===== src/rtl/bpar_pkg.sv =====
// Package bpar_pkg
// Shared constants and the captured-phase record for the bus parity unit.
// Assumes the bus has one address/data field and one command field.
package bpar_pkg;
    localparam int unsigned DEF_AD_W      = 32;
    localparam int unsigned DEF_CBE_W     = 4;
    localparam int unsigned DEF_CMD_REG_W = 16;
    localparam int unsigned DEF_PERR_BIT  = 6;
    localparam int unsigned DEF_SERR_BIT  = 8;

    // Phase qualifiers as held for one clock after the bus cycle.
    typedef struct packed {
        logic addr;
        logic data;
        logic init;
    } phase_t;
endpackage


===== src/rtl/bpar_xor_tree.sv =====
// Module bpar_xor_tree
// Reduces a vector to its even-parity bit in two levels: per-lane XOR,
// then XOR of the lane results. Purely combinational.
// Assumes WIDTH >= 1; the top lane is zero-padded when WIDTH is not a
// multiple of LANE_W.
module bpar_xor_tree #(
    parameter int unsigned WIDTH  = 36,
    parameter int unsigned LANE_W = 4
) (
    input  logic [WIDTH-1:0] vec_in,
    output logic             par_bit
);
    localparam int unsigned N_LANE = (WIDTH + LANE_W - 1) / LANE_W;
    localparam int unsigned PAD_W  = N_LANE * LANE_W;

    logic [PAD_W-1:0]  padded;
    logic [N_LANE-1:0] lane_par;

    // Zero-extend the input to a whole number of lanes.
    always_comb begin
        padded = '0;
        padded[WIDTH-1:0] = vec_in;
    end

    for (genvar g = 0; g < N_LANE; g++) begin : g_lane
        // First level: parity of one lane.
        assign lane_par[g] = ^padded[g*LANE_W +: LANE_W];
    end

    // Second level: combine lane parities.
    assign par_bit = ^lane_par;
endmodule


===== src/rtl/bpar_capture.sv =====
// Module bpar_capture
// Registers the parity of the current bus value and the phase qualifiers,
// so that the following clock has both the generated parity and the
// context for checking the received bit.
// Assumes addr_phase and data_phase are mutually exclusive.
module bpar_capture
    import bpar_pkg::*;
#(
    parameter int unsigned AD_W  = DEF_AD_W,
    parameter int unsigned CBE_W = DEF_CBE_W
) (
    input  logic             clk,
    input  logic             rst_n,
    input  logic [AD_W-1:0]  bus_ad,
    input  logic [CBE_W-1:0] bus_cbe,
    input  logic             addr_phase,
    input  logic             data_phase,
    input  logic             is_initiator,
    output logic             par_q,
    output phase_t           phase_q
);
    localparam int unsigned COVER_W = AD_W + CBE_W;

    logic par_now;

    bpar_xor_tree #(
        .WIDTH  (COVER_W),
        .LANE_W (4)
    ) i_tree (
        .vec_in  ({bus_cbe, bus_ad}),
        .par_bit (par_now)
    );

    // Hold parity and phase of this cycle for use in the next one.
    always_ff @(posedge clk) begin
        if (!rst_n) begin
            par_q   <= 1'b0;
            phase_q <= '0;
        end else begin
            par_q        <= par_now;
            phase_q.addr <= addr_phase;
            phase_q.data <= data_phase;
            phase_q.init <= is_initiator;
        end
    end
endmodule


===== src/rtl/bpar_err_detect.sv =====
// Module bpar_err_detect
// Compares the received parity bit with the registered parity of the
// previous cycle and registers gated error reports: a data-phase strobe
// and an address-phase system-error pulse.
// Assumes par_in in this cycle belongs to the phase captured in phase_q.
module bpar_err_detect
    import bpar_pkg::*;
#(
    parameter int unsigned CMD_REG_W = DEF_CMD_REG_W,
    parameter int unsigned PERR_BIT  = DEF_PERR_BIT,
    parameter int unsigned SERR_BIT  = DEF_SERR_BIT
) (
    input  logic                 clk,
    input  logic                 rst_n,
    input  logic                 par_q,
    input  phase_t               phase_q,
    input  logic                 par_in,
    input  logic [CMD_REG_W-1:0] cmd_reg,
    output logic                 perr_out,
    output logic                 serr_out
);
    logic mismatch;
    logic observe;

    // Received bit against the locally computed bit; only when not driving.
    always_comb begin
        mismatch = par_in ^ par_q;
        observe  = ~phase_q.init;
    end

    // Register the gated reports; each lasts one clock per detected error.
    always_ff @(posedge clk) begin
        if (!rst_n) begin
            perr_out <= 1'b0;
            serr_out <= 1'b0;
        end else begin
            perr_out <= phase_q.data & observe & mismatch & cmd_reg[PERR_BIT];
            serr_out <= phase_q.addr & observe & mismatch & cmd_reg[SERR_BIT];
        end
    end
endmodule


===== src/rtl/bus_parity_unit.sv =====
// Module bus_parity_unit
// Even-parity generation and checking for a multiplexed address/data bus
// with a command/byte-enable field. Drives parity one clock after the
// covered bits when initiator; otherwise checks the incoming bit and
// reports data-phase and address-phase errors two clocks after the phase.
// Assumes the phase qualifiers come from the bus sequencer and are
// mutually exclusive.
module bus_parity_unit
    import bpar_pkg::*;
#(
    parameter int unsigned AD_W      = DEF_AD_W,
    parameter int unsigned CBE_W     = DEF_CBE_W,
    parameter int unsigned CMD_REG_W = DEF_CMD_REG_W,
    parameter int unsigned PERR_BIT  = DEF_PERR_BIT,
    parameter int unsigned SERR_BIT  = DEF_SERR_BIT
) (
    input  logic                 clk,
    input  logic                 rst_n,
    input  logic [AD_W-1:0]      bus_ad,
    input  logic [CBE_W-1:0]     bus_cbe,
    input  logic                 par_in,
    input  logic                 addr_phase,
    input  logic                 data_phase,
    input  logic                 is_initiator,
    input  logic [CMD_REG_W-1:0] cmd_reg,
    output logic                 par_out,
    output logic                 par_oe,
    output logic                 perr_out,
    output logic                 serr_out
);
    logic   par_q;
    phase_t phase_q;

    bpar_capture #(
        .AD_W  (AD_W),
        .CBE_W (CBE_W)
    ) i_capture (
        .clk          (clk),
        .rst_n        (rst_n),
        .bus_ad       (bus_ad),
        .bus_cbe      (bus_cbe),
        .addr_phase   (addr_phase),
        .data_phase   (data_phase),
        .is_initiator (is_initiator),
        .par_q        (par_q),
        .phase_q      (phase_q)
    );

    bpar_err_detect #(
        .CMD_REG_W (CMD_REG_W),
        .PERR_BIT  (PERR_BIT),
        .SERR_BIT  (SERR_BIT)
    ) i_err (
        .clk      (clk),
        .rst_n    (rst_n),
        .par_q    (par_q),
        .phase_q  (phase_q),
        .par_in   (par_in),
        .cmd_reg  (cmd_reg),
        .perr_out (perr_out),
        .serr_out (serr_out)
    );

    // Parity drive: valid in the clock after an initiator phase.
    always_comb begin
        par_out = par_q;
        par_oe  = phase_q.init & (phase_q.addr | phase_q.data);
    end
endmodule


===== config.mk =====
export PLATFORM = sky130hd
export DESIGN_NAME = bus_parity_unit
export DESIGN_NICKNAME = d
export VERILOG_FILES = /design/src/rtl/bpar_pkg.sv /design/src/rtl/bpar_xor_tree.sv /design/src/rtl/bpar_capture.sv /design/src/rtl/bpar_err_detect.sv /design/src/rtl/bus_parity_unit.sv
export SDC_FILE = /design/constraint.sdc
export NUM_CORES = 1
export LEC_CHECK = 0
export BUFFER_PORTS_ARGS = -buffer_cell sky130_fd_sc_hd__buf_2
export CAP_MARGIN = 25
export CORE_UTILIZATION = 30
export DETAILED_ROUTE_END_ITERATION = 7
export GPL_TIMING_DRIVEN = 0
export PLACE_DENSITY = 0.75
export SLEW_MARGIN = 20
export SYNTH_ARGS = -nofsm -noshare
export SYNTH_HDL_FRONTEND = slang
export SYNTH_SLANG_ARGS = --single-unit

===== constraint.sdc =====
create_clock -name clk -period 2.5 [get_ports clk]
set_input_delay 0.5 -clock clk [delete_from_list [all_inputs] [get_ports clk]]
set_output_delay 0.5 -clock clk [all_outputs]
set_load 0.02 [all_outputs]

==> reports/metrics.yaml <==
worst_setup_path:
  cp.required_ns: 2.67
  critical_path.startpoint: "bus_cbe[0]"
  r2r_start: "i_capture.par_q"
  cpPeakStageDelay_ns: 0.42
  rr_worst_depth: 3
  timing.rr.end: "i_err.serr_out"
  reg2reg_slack_ns: 1.67
  path_buf_inv: 1
  end_kind: "flop"
  cp_max_fo: 2
  path_delay_family: "XOR/XNOR gates"
  setup.worst_path.class: "primary input to flop"
  path_cells: "buf_2, xor2_1, xnor2_1, xnor3_1, or2_2, mux2i_1"
  critPathSlowestCell: "xnor3_1"
  worstPathArrival_ns: 1.75
  crit_path_start_kind: "primary input"
cts:
  cts_tree: "built"
  cts_resized: 0
  clock_path_buffers: 2
  clk_latency_ns: 0.24
  cts-root-buf: "clkbuf_4"
  clock-sinks: 6
  h-tree-depth: 1
  cts_hold_buf: 0
  post-cts-setup-buffers: 0
  cts_buffers: 3
  clk_pin_slew_ns: 0.04
floorplanning:
  coreArea_sq_um: 1540
  die_w_um: 43.0
  io_pins: 62
  row_count: 14
  die_y_um: 43.0
  initial_core_util: 0.327
  die_area_sq_um: 1850
synth:
  seq_area_frac_synth: 0.238
  synthArstFlopShare: 0
  yosys_warnings: 0
  synth_top_flop_cell: "dfxtp_1"
  synth_cells: 50
  yosysMostFrequentCell: "xnor2_1"
  synthTopCellsByArea: "xnor2_1 (47%), dfxtp_1 (24%), xnor3_1 (8.9%)"
  postSynthAreaPerCell_sq_um: 10.1
  synth_fp_nets: 108
  synth_edf_count: 0
  synthTopCellsByCount: "xnor2_1 (27), dfxtp_1 (6), xor2_1 (4), and2_1 (3)"
  ys_ff_latch: 6
  yosysTopAreaCell: "xnor2_1"
  synthDistinctLibCells: 12
  syn_area_sq_um: 504
  yosys.area.top_type_share: 0.469
power_and_ir_drop:
  irDropWorstVdd_mv: 0.341
  power_density_nw_per_um2: 544
  p_clk_frac: 0.202
  switching_share: 0.280
  switchingPower_mw: 0.119
  cellLeakagePower_nw: 0.397
  combPwrFrac: 0.534
  seqPwrFrac: 0.265
  p_int_mw: 0.306
  power_mw: 0.425
flow_run:
  drv_cap: 0
global_route:
  track_usage: 0.112
  grt_pass1_wl_um: 1520
  grt_start_max_net_pins: 6
  grt_pass1_vias: 451
  antenna_found_initial: 0
  grt-ovfl-total: 0
sta:
  whs_ns: 0.465
  worst_slew_pin_slew_ns: 0.195
  max_freq_ghz: 0.633
  rsz0062_at_grt: "no"
  fin_skew_ns: 0.00216
  finalMaxSlewViolations: 0
  finalCriticalPeriod_ns: 1.58
  fin_tns_setup_ns: 0
  finalSetupViolCount: 0
  relSlewSlack: 0.869
  final-hold-violation-count: 0
  finalCritPeriodShare: 0.632
detailed_routing:
  drt_iter0_drc: 2
  wire_per_inst_um: 8.68
  wl_um: 1010
  drt_first_pass_iters: 4
  postRouteAntennaNets: 0
  via_count: 505
  vias_per_cell: 4.35
  drc: 0
place:
  hpwl_um: 895
  io_buffers: 47
  globalplace.congestion: 0.575
finish:
  syn_to_final_growth_pct: 55.1
  nFillCells: 152
  layout-drive-gt1-share: 0.510
  fin_nets: 160
  diodes: 0
  multiInputGateArea_sq_um: 380
  regArea_sq_um: 120
status:
  status: "completed"
worst_hold_path:
  hold_start: "addr_phase"
  min_path_cells: 2
  worst_hold_path_type: "primary input to flop"
  min_to: "i_capture.phase_q[2]"
[per-stage QoR]
stage	std cells	util	setup WS, ns	area [sq um]
finish	116	0.507	0.919	782
floorplan	50	-	0.857	504
detailed placement	113	0.493	0.648	759
CTS	116	0.507	0.906	782
global placement	113	0.493	0.673	759
global route	116	0.507	0.851	782
[per-layer routing]
metal	global-route usage	part of all wire	up-vias
met5	0	0	-
met4	0.0364	0	0
li1	-	-	257
met2	0.224	0.52	36
met1	0.0753	0.32	212
met3	0.0809	0.15	0
[placed cells by master (no fill, tap or decap), types with 2 or more instances in the layout]
master / n
clkbuf_4: 3
xor2_1: 4
dfxtp_1: 6
and2_1: 3
and3_1: 2
xnor2_1: 27
buf_2: 47
xnor3_1: 2
[worst register-to-register path, stage by stage, from the launching register on]
cell and delay (ns):
dfxtp_1 0.31, xnor2_1 0.12, nor3_1 0.17, and3_1 0.17
[worst max path at each step]
| stage | end | slack (ns) | cells after the start |
|---|---|---|---|
| 2_1_floorplan | i_capture.par_q | 0.86 | 5 |
| 3_3_place_gp | i_capture.par_q | 0.67 | 6 |
| 3_5_place_dp | i_capture.par_q | 0.65 | 6 |
| 4_1_cts | i_capture.par_q | 0.91 | 6 |
| 5_1_grt | i_capture.par_q | 0.85 | 6 |
| 6_report | i_capture.par_q | 0.92 | 6 |
[power by group through the flow]
stage	registers [mW]	clock network [mW]	logic [mW]
6_report	0.113	0.0857	0.227
5_1_grt	0.114	0.100	0.250
4_1_cts	0.113	0.0911	0.231
3_5_place_dp	0.114	0	0.228
3_3_place_gp	0.113	0	0.228
2_1_floorplan	0.123	0	0.162
[flip-flops by register name, summed over array words and instances, names as in the netlist]
| register | cells |
|---|---|
| i_err.serr_out | 1 |
| i_capture.par_q | 1 |
| i_err.perr_out | 1 |
| i_capture.phase_q | 3 |
[cell families after synthesis]
family / count (synthesis) / synth area share
AOI/OAI and AO/OA: 1 / 0.0149
xor gates and xnor gates: 33 / 0.628
buffers and inverters: 1 / 0.00744
DFF: 6 / 0.238
muxes: 1 / 0.0199
and+or+nand+nor: 8 / 0.0918
[cell type report]
type,count,share of cell area
clock buffer,3,0.0288
inverter,1,0.00480
multi-input combinational,43,0.486
sequential,6,0.154
tap,16,0.0256
timing repair buffer,47,0.301
(Power assumes the default switching activity.)
